`src/rtl/esc_seq_pkg.sv`:
```
package esc_seq_pkg;
  typedef enum logic [1:0] {
    ST_HUNT    = 2'd0,
    ST_COLLECT = 2'd1,
    ST_POST    = 2'd2
  } esc_state_e;
endpackage

```
`src/rtl/esc_idle_timer.sv`:
```
module esc_idle_timer #(
  parameter int unsigned TIME_W = 16
) (
  input  logic              clk_i,
  input  logic              rst_ni,
  input  logic              rx_valid_i,
  input  logic              bit_tick_i,
  output logic [TIME_W-1:0] idle_cnt_o
);
  localparam logic [TIME_W-1:0] CntMax = {TIME_W{1'b1}};

  always_ff @(posedge clk_i or negedge rst_ni) begin
    if (!rst_ni)                                 idle_cnt_o <= '0;
    else if (rx_valid_i)                         idle_cnt_o <= '0;
    else if (bit_tick_i && idle_cnt_o != CntMax) idle_cnt_o <= idle_cnt_o + 1'b1;
  end

  p_restart_on_byte_r1: assert property (@(posedge clk_i) disable iff (!rst_ni)
    rx_valid_i |=> idle_cnt_o == '0);
  p_hold_without_tick_r1: assert property (@(posedge clk_i) disable iff (!rst_ni)
    (!rx_valid_i && !bit_tick_i) |=> $stable(idle_cnt_o));
endmodule

```
`src/rtl/esc_seq_fsm.sv`:
```
module esc_seq_fsm
  import esc_seq_pkg::*;
#(
  parameter int unsigned CHAR_W = 8,
  parameter int unsigned CNT_W  = 8,
  parameter int unsigned TIME_W = 16
) (
  input  logic              clk_i,
  input  logic              rst_ni,
  input  logic              rx_valid_i,
  input  logic [CHAR_W-1:0] rx_byte_i,
  input  logic [TIME_W-1:0] idle_cnt_i,
  input  logic [CHAR_W-1:0] cfg_char_i,
  input  logic [CNT_W-1:0]  cfg_count_i,
  input  logic [TIME_W-1:0] cfg_pre_idle_i,
  input  logic [TIME_W-1:0] cfg_gap_i,
  input  logic [TIME_W-1:0] cfg_post_idle_i,
  output logic              det_pulse_o
);
  esc_state_e       state_q, state_d;
  logic [CNT_W-1:0] hits_q, hits_d;
  logic             is_match;
  logic [CNT_W:0]   hits_next;

  assign is_match  = rx_valid_i && (rx_byte_i == cfg_char_i);
  assign hits_next = {1'b0, hits_q} + 1'b1;

  always_comb begin
    state_d     = state_q;
    hits_d      = hits_q;
    det_pulse_o = 1'b0;
    unique case (state_q)
      ST_HUNT: begin
        if (is_match && idle_cnt_i >= cfg_pre_idle_i && cfg_count_i != '0) begin
          hits_d  = CNT_W'(1);
          state_d = (cfg_count_i == CNT_W'(1)) ? ST_POST : ST_COLLECT;
        end
      end
      ST_COLLECT: begin
        if (rx_valid_i) begin
          if (is_match && idle_cnt_i <= cfg_gap_i) begin
            hits_d  = hits_next[CNT_W-1:0];
            state_d = (hits_next == {1'b0, cfg_count_i}) ? ST_POST : ST_COLLECT;
          end else begin
            state_d = ST_HUNT;
          end
        end else if (idle_cnt_i > cfg_gap_i) begin
          state_d = ST_HUNT;
        end
      end
      ST_POST: begin
        if (rx_valid_i) begin
          state_d = ST_HUNT;
        end else if (idle_cnt_i >= cfg_post_idle_i) begin
          det_pulse_o = 1'b1;
          state_d     = ST_HUNT;
        end
      end
      default: state_d = ST_HUNT;
    endcase
  end

  always_ff @(posedge clk_i or negedge rst_ni) begin
    if (!rst_ni) begin
      state_q <= ST_HUNT;
      hits_q  <= '0;
    end else begin
      state_q <= state_d;
      hits_q  <= hits_d;
    end
  end

  p_start_guarded_r2: assert property (@(posedge clk_i) disable iff (!rst_ni)
    (state_q == ST_HUNT && state_d != ST_HUNT) |-> (idle_cnt_i >= cfg_pre_idle_i));
  p_post_entered_on_byte_r5: assert property (@(posedge clk_i) disable iff (!rst_ni)
    $rose(state_q == ST_POST) |-> $past(rx_valid_i));
  p_hunt_after_det_r5: assert property (@(posedge clk_i) disable iff (!rst_ni)
    det_pulse_o |=> state_q == ST_HUNT);
  p_zero_count_idle_r7: assert property (@(posedge clk_i) disable iff (!rst_ni)
    (state_q == ST_HUNT && cfg_count_i == '0) |=> state_q == ST_HUNT);
endmodule

```
`src/rtl/esc_irq_flag.sv`:
```
module esc_irq_flag (
  input  logic clk_i,
  input  logic rst_ni,
  input  logic set_i,
  input  logic clr_i,
  output logic flag_o
);
  always_ff @(posedge clk_i or negedge rst_ni) begin
    if (!rst_ni)    flag_o <= 1'b0;
    else if (set_i) flag_o <= 1'b1;
    else if (clr_i) flag_o <= 1'b0;
  end

  p_set_wins_r6: assert property (@(posedge clk_i) disable iff (!rst_ni)
    set_i |=> flag_o);
  p_sticky_r6: assert property (@(posedge clk_i) disable iff (!rst_ni)
    (flag_o && !clr_i) |=> flag_o);
  p_clear_r6: assert property (@(posedge clk_i) disable iff (!rst_ni)
    (clr_i && !set_i) |=> !flag_o);
endmodule

```
`src/rtl/esc_seq_detect.sv`:
```
module esc_seq_detect #(
  parameter int unsigned CHAR_W = 8,
  parameter int unsigned CNT_W  = 8,
  parameter int unsigned TIME_W = 16
) (
  input  logic              clk_i,
  input  logic              rst_ni,
  input  logic              rx_valid_i,
  input  logic [CHAR_W-1:0] rx_byte_i,
  input  logic              bit_tick_i,
  input  logic [CHAR_W-1:0] cfg_char_i,
  input  logic [CNT_W-1:0]  cfg_count_i,
  input  logic [TIME_W-1:0] cfg_pre_idle_i,
  input  logic [TIME_W-1:0] cfg_gap_i,
  input  logic [TIME_W-1:0] cfg_post_idle_i,
  input  logic              clr_i,
  output logic              det_o
);
  logic [TIME_W-1:0] idle_cnt;
  logic              det_pulse;

  esc_idle_timer #(.TIME_W(TIME_W)) u_timer (
    .clk_i      (clk_i),
    .rst_ni     (rst_ni),
    .rx_valid_i (rx_valid_i),
    .bit_tick_i (bit_tick_i),
    .idle_cnt_o (idle_cnt)
  );

  esc_seq_fsm #(.CHAR_W(CHAR_W), .CNT_W(CNT_W), .TIME_W(TIME_W)) u_fsm (
    .clk_i           (clk_i),
    .rst_ni          (rst_ni),
    .rx_valid_i      (rx_valid_i),
    .rx_byte_i       (rx_byte_i),
    .idle_cnt_i      (idle_cnt),
    .cfg_char_i      (cfg_char_i),
    .cfg_count_i     (cfg_count_i),
    .cfg_pre_idle_i  (cfg_pre_idle_i),
    .cfg_gap_i       (cfg_gap_i),
    .cfg_post_idle_i (cfg_post_idle_i),
    .det_pulse_o     (det_pulse)
  );

  esc_irq_flag u_flag (
    .clk_i  (clk_i),
    .rst_ni (rst_ni),
    .set_i  (det_pulse),
    .clr_i  (clr_i),
    .flag_o (det_o)
  );

  p_rise_needs_pulse_r5: assert property (@(posedge clk_i) disable iff (!rst_ni)
    $rose(det_o) |-> $past(!rx_valid_i));
endmodule

```
`config.mk`:
```
export PLATFORM = sky130hd
export DESIGN_NAME = esc_seq_detect
export DESIGN_NICKNAME = d
export VERILOG_FILES = /design/src/rtl/esc_seq_pkg.sv /design/src/rtl/esc_idle_timer.sv /design/src/rtl/esc_seq_fsm.sv /design/src/rtl/esc_irq_flag.sv /design/src/rtl/esc_seq_detect.sv
export SDC_FILE = /design/constraint.sdc
export NUM_CORES = 1
export LEC_CHECK = 0
export ABC_AREA = 1
export ABC_CLOCK_PERIOD_IN_PS = 4200
export BUFFER_PORTS_ARGS = -buffer_cell sky130_fd_sc_hd__buf_2
export CAP_MARGIN = 5
export CORE_ASPECT_RATIO = 0.8
export CORE_MARGIN = 8
export CORE_UTILIZATION = 59
export CTS_CLUSTER_DIAMETER = 80
export DETAILED_ROUTE_END_ITERATION = 7
export PLACE_DENSITY = 0.93
export SKIP_LAST_GASP = 1
export SLEW_MARGIN = 20
export SYNTH_ARGS = -nofsm -noshare
export SYNTH_HDL_FRONTEND = slang
export SYNTH_SLANG_ARGS = --single-unit
```
`constraint.sdc`:
```
create_clock -name clk_i -period 4.2 [get_ports clk_i]
set_clock_uncertainty 0.1 [all_clocks]
set_input_delay 0.21 -clock clk_i [delete_from_list [all_inputs] [get_ports clk_i]]
set_output_delay 0.21 -clock clk_i [all_outputs]
set_load 0.1 [all_outputs]
```
After elaboration in Yosys (flattened, before gate mapping). Cells that the tools add are included.

Register bits: 27. Bits of input ports: 77. Output and inout port bits: 1. Logic and storage cells: 53.

Add/subtract/negate cells: 2. Magnitude comparators: 4. Equality and inequality tests: 11. Muxes and demuxes: 20. Reductions and logical operators: 12.

Operator list (number): 16-bit >= comparator (2); 16-bit two-way mux (2); 8-bit two-way mux (3); 16-bit by 1-bit adder with 16-bit output (second input constant) (1); 16-bit greater-than comparator (1); 16-bit <= comparator (1); 2-bit two-way mux (8); 16-bit inequality test (second input constant) (1); 8-bit one-hot mux with 2 select lines (1); 8-bit by 1-bit adder with 9-bit output (second input constant) (1); 9-bit by 8-bit equality test with 1-bit output (1); 8-bit by 1-bit equality test with 1-bit output (second input constant) (1); 8-bit equality test (1); 8-bit nonzero test (1); 3-bit by 2-bit inequality test with 1-bit output (second input constant) (2); 2-bit one-hot mux with 3 select lines (1); 2-bit nonzero test (3); 1-bit logical AND (5); 1-bit two-way mux (5); 2-bit by 1-bit inequality test with 1-bit output (second input constant) (2); 4-bit AND reduction (1); 3-bit AND reduction (1); 2-bit by 1-bit equality test with 1-bit output (second input constant) (1); 2-bit equality test (second input constant) (1); 2 further kinds (2).

Depth between registers and ports, before layout. Gate-level depths: netlist of the first run.

Depth after elaboration: 6. Depth in mapped cells: 17. Gate-level depth less buffers: 17.

By module. From an unflattened synthesis of the first run, not the netlist that was laid out.

Cell total of the unflattened synthesis: 553. Area total of the unflattened synthesis: 3479.6 um2.

Modules (own cells, without submodules): esc_seq_fsm (instances 1, cells an instance 404, area each 2402.3 um2, sequential area each 250.2 um2); esc_idle_timer (instances 1, cells an instance 144, area each 1037.2 um2, sequential area each 400.4 um2); esc_irq_flag (instances 1, cells an instance 5, area each 40.0 um2, sequential area each 25.0 um2).

Worst setup path before layout of the first run. OpenSTA, ideal clock, no wires.

Path type: reg2reg. From: register u_timer.idle_cnt_o[7]. To: register u_fsm.hits_q[2]. Setup time: 0.117 ns. Arrival time: 1.692 ns. Data required time: 3.983 ns. Setup slack: 2.292 ns. Stages on the path, launching flop included: 13. Buffers on the path: 0. Period minus slack after synthesis: 1.908 ns. Cell sequence: dfrtp_1 -> ha_1 -> a21o_1 -> nor2_1 -> nand2_1 -> nand2_1 -> nand2_1 -> nand2_1 -> nand3_1 -> nand2_1 -> nand2_2 -> nand2_1 -> nand2_1.

Cells in the longest elaborated chain, start to end: 5. Elaborated cells between the ends (all ways): 8. Classes of those cells: 2 x order compare; 2 x eq/ne; 4 x reduce/logical.

Ends and longest elaborated chain: start: declaration (line esc_idle_timer.sv:8) `output logic [TIME_W-1:0] idle_cnt_o`; start signal: assignment (line esc_idle_timer.sv:15) `else if (bit_tick_i && idle_cnt_o != CntMax) idle_cnt_o <= idle_cnt_o + 1'b1;`; 16-bit >= comparator (line esc_seq_fsm.sv:34) `if (is_match && idle_cnt_i >= cfg_pre_idle_i && cfg_count_i != '0) begin`; 1-bit logical AND (2 in a row) (line esc_seq_fsm.sv:34); 2-bit by 1-bit inequality test with 1-bit output (no source line); 4-bit AND reduction (no source line) *; end signal: assignment (line esc_seq_fsm.sv:69) `hits_q <= hits_d;`; end: declaration (line esc_seq_fsm.sv:21) `logic [CNT_W-1:0] hits_q, hits_d;`.

Mark *: on every way between the ends. The rest lies on a longest branch, timed or not. A chain may end at the register's enable or synchronous reset.

Worst setup path after layout of the first run.
From: register u_timer.idle_cnt_o[15]. To: register u_fsm.hits_q[2].

The elaborated chain is that of the path after synthesis.

==> flow_summary_export.csv, run 1 <==
group,metric,value,unit
die,io_pins,78,
synth,synth_cell_types,32,
placement,port_buffers,77,
pwr,p_sw,304,µW
pwr,p_total,768,µW
setup_path,r2r_cells,10,
global_route,antenna_found_initial,0,
clock_network,cts_buffers,3,
sta,drv_slew,0,
synth,syn_inst,510,
final_layout,final_nets,719,
setup_path,path_max_fanout,9,
final_layout,layout_commonest_cell,"nand2_1",
sta,fmax,0.409,GHz
clock_network,cts_tree,"yes",
final_layout,n_antenna_cell,0,
global_route,grt_pass1_vias,3530,
synth,synth-seq-cells,27,
worst_hold_path,hp-start,"clr_i",
sta,hold_viol_final,0,
sta,worstMarginPinSlew,610,ps
clock_network,root_buffer,"clkbuf_8",
die,fp-row-count,24,
sta,period_needed,2440,ps
placement,pre_cts_ws,1880,ps
final_layout,area_growth,16.2,%
run,cap_violations,0,
clock_network,cts.sinks,27,
sta,final.setup.tns,0,ps
die,design.die.area,8100,µm²
sta,fin_ws,1760,ps
sta,fin_crit_sh,58.1,%
final_layout,n_fill_cell,440,
route,wl_per_cell,13.2,µm
pwr,p_seq_share,40.1,%
worst_hold_path,min_to,"u_flag.flag_o",
synth,synth_seq_area_share,21.0,%
sta,maxSlewHeadroom,59.3,%
worst_hold_path,hp-class,"in -> reg",
route,num_vias,3509,
die,die_width,98.6,µm
setup_path,r2r_slack,1760,ps
placement,gp_congestion,0.893,
setup_path,r2r_start,"u_timer.idle_cnt_o[15]",
pwr,p_per_area,205,nW/µm²
final_layout,final_area,3740,µm²
outcome,outcome,"complete, no violations",
route,ant_nets,0,
clock_network,htree_levels,1,
final_layout,multiInputGateArea,2160,µm²
pwr,swShare,39.6,%
pwr,clkPwrFrac,20.1,%
global_route,grt_overflow_total,0,
final_layout,layout_common_cells,"nand2_1, inv_1, buf_2, nor2_1, ha_1",
setup_path,rr_endpoint,"u_fsm.hits_q[2]",
synth,syn_nets,637,
pwr,ir_drop,0.129,mV
die,start_util,60.0,%
synth,yosysWarnings,0,
pwr,leakage,0.00224,µW
global_route,grt_max_degree,28,
setup_path,cp.required,4270,ps
pwr,internal_power,464,µW
placement,post_dp_cell_area,3690,µm²
global_route,grt_pass1_wl,15.0,mm
setup_path,worst-setup-path-type,"reg -> reg",
global_route,grt.total_usage,22.1,%
route,first_pass_iters,4,
setup_path,start_kind,"flip-flop",
die,core,5380,µm²
synth,netlist_area,3220,µm²
clock_network,clkTransAtPathRegs,100,ps
pwr,power_frac_comb,39.8,%
route,routed_wl,8.63,mm
route,drtIter0Drc,275,
setup_path,critPathArrivalTime,2520,ps
clock_network,clock_path_buffers,2,
worst_hold_path,min_path_cells,2,
clock_network,insertion_delay,280,ps
route,viasPerCell,5.35,
route,route.detailed.drc,0,
final_layout,drive_gt1_share,16.1,%
synth,avgSynthCellArea,6.32,µm²
setup_path,end_kind,"flip-flop",
placement,place_hpwl,7.29,mm
final_layout,regArea,676,µm²
sta,rsz0062_at_grt,"false",
sta,final-setup-viol-count,0,
die,die-height,82.1,µm
-- metal layers --
| metal | vias to the layer above | wire, µm | global-route usage, % |
|---|---|---|---|
| met5 | - | 0 | 0 |
| met4 | 0 | 148 | 6.87 |
| met3 | 16 | 673 | 5.19 |
| met2 | 133 | 3950 | 39.6 |
| met1 | 1564 | 3860 | 26.0 |
| li1 | 1796 | - | - |
-- worst max-delay path, cell delays in order, from the launching register on --
cell	delay [ps]
dfrtp_1	480
ha_1	340
nand2_1	90
nor3_1	370
nand3_1	160
nand2_1	120
nand3_1	70
nand2_1	250
nand2_2	180
nand2_1	110
nand2_1	60
-- cell usage after synthesis, drive strengths merged --
| library cell | n | share of area, % |
|---|---|---|
| nand4 | 10 | 1.9 |
| nor4 | 1 | 0.19 |
| a21boi | 2 | 0.47 |
| dfrtp | 27 | 21 |
| or2 | 3 | 0.58 |
| nand2 | 140 | 17 |
| a21o | 1 | 0.23 |
| inv | 101 | 12 |
| nand3 | 37 | 6.1 |
| clkbuf | 1 | 0.12 |
| a31oi | 2 | 0.39 |
| nand3b | 1 | 0.23 |
| xor2 | 4 | 1.1 |
| o21a | 2 | 0.47 |
| o21ai | 24 | 4.1 |
| a21oi | 34 | 5.3 |
| nor3 | 7 | 1.2 |
| ha | 50 | 19 |
| nor2 | 54 | 6.5 |
| nor3b | 1 | 0.23 |
| xnor2 | 3 | 0.82 |
| o21bai | 5 | 1.2 |
-- through the flow --
step | util [%] | hold WS [ps] | instances
after floorplan | - | -186 | 510
after global placement | 68.6 | 140 | 651
after detailed placement | 68.6 | 155 | 651
after CTS | 69.7 | 24.9 | 656
after global routing | 69.7 | 76.1 | 656
final | 69.7 | 27.3 | 656
-- power groups by stage --
stage               sequential [µW]  clock, µW  combinational (µW)
floorplan                       304          0                 208
global placement                310          0                 285
CTS                             306        153                 303
finish                          308        154                 306
global route                    311        163                 354
detailed placement              311          0                 301
-- cells by family (layout without fill, tap and decap cells) --
group | after synthesis | count (layout) | share of synthesized area, %
adders and majority gates | 50 | 50 | 19.4
xor gates and xnor gates | 7 | 7 | 1.90
and+or+nand+nor | 254 | 254 | 33.7
AOI/OAI and AO/OA | 70 | 70 | 12.1
DFF | 27 | 27 | 21.0
buffers and inverters | 102 | 183 | 12.0
-- layout make-up --
| cell class | count | area share, % |
|---|---|---|
| Clock buffer | 3 | 1.10 |
| Clock inverter | 1 | 0.200 |
| Inverter | 101 | 10.2 |
| Multi-Input combinational cell | 381 | 57.7 |
| Sequential cell | 27 | 18.0 |
| Tap cell | 65 | 2.17 |
| Timing Repair Buffer | 78 | 10.6 |
-- registers in the layout, indices dropped and copies added (netlist names) --
signal              count
u_fsm.hits_q            8
u_fsm.state_q           2
u_flag.flag_o           1
u_timer.idle_cnt_o     16
-- worst max path at each step --
stage,from,cells after the start,slack (ps),to
final,u_timer.idle_cnt_o[15],10,1760,u_fsm.hits_q[2]
after global routing,u_timer.idle_cnt_o[15],10,1620,u_fsm.hits_q[1]
after CTS,u_timer.idle_cnt_o[15],10,1840,u_fsm.hits_q[2]
after detailed placement,u_timer.idle_cnt_o[9],10,1880,u_fsm.hits_q[2]
after global placement,u_timer.idle_cnt_o[15],10,2070,u_fsm.hits_q[6]
after floorplan,u_timer.idle_cnt_o[7],12,2290,u_fsm.hits_q[2]
-- timing repair --
action | 4_1_cts | 5_1_grt
hold buffers | 1 | 0
endpoints found under the hold margin | 27 | 0
setup buffers | 0 | 0
gates resized for setup | 0 | 0
No activity file was read; power rests on OpenSTA's default activity.
==> run 2, diff against run 1 <==
ABC_CLOCK_PERIOD_IN_PS = 2160   (was 4200)
CORE_UTILIZATION = 50   (was 59)
PLACE_DENSITY = 0.84   (was 0.93)
clock period = 2.16 ns   (was 4.2 ns; I/O delays follow)
==> run 2 against run 1 <==
Sequential power is 96% higher. Flip-flop and latch count unchanged. Fmax increased by 19%. Total power is 110% higher. Core utilization is 3.7 points lower. Critical path depth stayed put. Wire length up 11%. Global-route usage down 2.4 points. Count of clock-buffer cells in the layout did not move. Worst setup slack got worse by 1600 ps. Sequential share of layout area down 1.6 points. Cell area increased by 11%. Highest routed layer unchanged.
==> flow_summary_export.csv, run 2 (synthesis results as in run 1) <==
group,metric,value,unit
setup_path,cp_slowest_cell,"dfrtp_1",
setup_path,worstPathCellList,"buf_4 -> ha_1 -> a21oi_1 -> o21ai_0 -> a21oi_1 -> nand4_1 -> nand2_1 -> nor2_2 -> nand2_1 -> nand2_1",
setup_path,path_max_fanout,7,
clock_network,htree_levels,1,
setup_path,crit_path_max_incr_delay,390,ps
sta,maxSlewHeadroom,57.7,%
clock_network,insertion_delay,280,ps
sta,hold_viol_final,0,
clock_network,clkTransAtPathRegs,100,ps
die,io_pins,78,
final_layout,multiInputGateArea,2320,µm²
run,cap_violations,0,
final_layout,area_growth,29.1,%
pwr,p_total,1630,µW
route,ant_nets,0,
final_layout,regArea,683,µm²
route,num_vias,3698,
final_layout,final_area,4160,µm²
die,fp-row-count,26,
placement,place_hpwl,7.59,mm
global_route,grt_pass1_vias,3560,
die,die-height,87.8,µm
global_route,grt.total_usage,19.7,%
sta,fmax,0.488,GHz
clock_network,cts_tree,"yes",
final_layout,drive_gt1_share,23.9,%
setup_path,cp.required,2240,ps
clock_network,root_buffer,"clkbuf_8",
route,routed_wl,9.57,mm
route,viasPerCell,5.25,
sta,fin_ws,110,ps
outcome,outcome,"complete, no violations",
placement,gp_congestion,0.858,
sta,period_needed,2050,ps
route,drtIter0Drc,265,
setup_path,worst-setup-path-type,"reg -> reg",
final_layout,layout_commonest_cell,"nand2_1",
placement,pre_cts_ws,45.0,ps
final_layout,final_nets,748,
sta,drv_slew,0,
sta,final-setup-viol-count,0,
setup_path,start_kind,"flip-flop",
route,first_pass_iters,5,
final_layout,n_antenna_cell,0,
global_route,grt_pass1_wl,15.3,mm
final_layout,largest_reg_flops,16,
placement,port_buffers,77,
route,route.detailed.drc,0,
sta,worstMarginPinSlew,634,ps
final_layout,n_fill_cell,534,
die,start_util,51.1,%
setup_path,end_kind,"flip-flop",
sta,final.setup.tns,0,ps
final_layout,layout_common_cells,"nand2_1, inv_1, buf_2, nor2_1, ha_1",
final_layout,largest_register,"u_timer.idle_cnt_o",
die,design.die.area,9290,µm²
worst_hold_path,hp-class,"in -> reg",
clock_network,cts.sinks,27,
setup_path,critPathArrivalTime,2130,ps
pwr,leakage,0.00239,µW
setup_path,crit_path_frequent_cell,"nand2_1",
global_route,grt_overflow_total,0,
clock_network,cts_buffers,3,
die,die_width,106,µm
route,wl_per_cell,13.6,µm
die,core,6310,µm²
sta,fin_crit_sh,94.9,%
global_route,grt_max_degree,28,
pwr,ir_drop,0.352,mV
global_route,antenna_found_initial,0,
final_layout,post-route-util,65.9,%
final_layout,largestRegisters,"u_timer.idle_cnt_o (16), u_fsm.hits_q (8), u_fsm.state_q (2)",
placement,post_dp_cell_area,3800,µm²
clock_network,clock_path_buffers,2,
pwr,p_per_area,392,nW/µm²
-- run 2: cell count changes in the layout (fill, tap and decap cells not counted), moves of 2 or more --
cell | previous run | this run
nand2_2 | 2 | 5
nor2_2 | 3 | 6
dlygate4sd3_1 | 1 | 3
a21oi_2 | 0 | 2
ha_1 | 50 | 41
a21oi_1 | 34 | 32
nand2_1 | 137 | 134
buf_4 | 0 | 24
ha_4 | 0 | 9
nor2_1 | 51 | 48
dfrtp_1 | 27 | 21
dfrtp_2 | 0 | 6
-- run 2: final cells by class --
type | count | share of cell area, %
timing repair buffer | 106 | 15.1
clock inverter | 1 | 0.120
tap | 84 | 2.53
clock buffer | 3 | 0.992
multi-input combinational | 382 | 55.7
sequential | 27 | 16.4
inverter | 101 | 9.17
-- run 2: critical path, delay by kind of cell (launching register included) --
kind	cells	cell delay (ps)
adder cells (fa/ha/maj)	1	290
buffers and inverters	1	160
AND/OR/NAND/NOR	5	440
flip-flops	1	390
AO/OA/AOI/OAI	3	570
-- run 2: worst paths after layout --
path / startpoint / end / slack [ps] / cells past startpoint
min in group asynchronous: rst_ni / u_fsm.hits_q[2] / 280 / 2
max: u_timer.idle_cnt_o[9] / u_fsm.state_q[0] / 110 / 10
max reg2reg: u_timer.idle_cnt_o[9] / u_fsm.state_q[0] / 110 / 10
min: bit_tick_i / u_timer.idle_cnt_o[0] / 150 / 5
max in group asynchronous: rst_ni / u_timer.idle_cnt_o[5] / 1220 / 2
min reg2reg: u_fsm.hits_q[6] / u_fsm.hits_q[6] / 430 / 2
-- run 2: per-stage QoR --
stage                     std cells  hold slack, ps
after global placement          682            54.5
final                           704             154
after global routing            704             148
after detailed placement        682            56.3
after floorplan                 510            -288
after CTS                       689            99.5
-- run 2: what timing repair did --
item | CTS | global route
setup endpoints to repair | 0 | 16
hold buffers | 3 | 0
buffers inserted | 0 | 15
hold endpoints to repair | 29 | 0
resized for setup | 0 | 31
-- run 2: per-layer routing --
layer	vias to the layer above	GRT usage [%]	wire, µm
met5	-	0	0
met4	0	5.48	195
met3	25	3.75	854
met2	179	32.5	4200
met1	1639	25.6	4310
li1	1855	-	-
-- run 2: power breakdown --
group	switching, µW	internal [µW]
Sequential	61.2	544
Clock	169	130
Combinational	418	307
Total	649	981
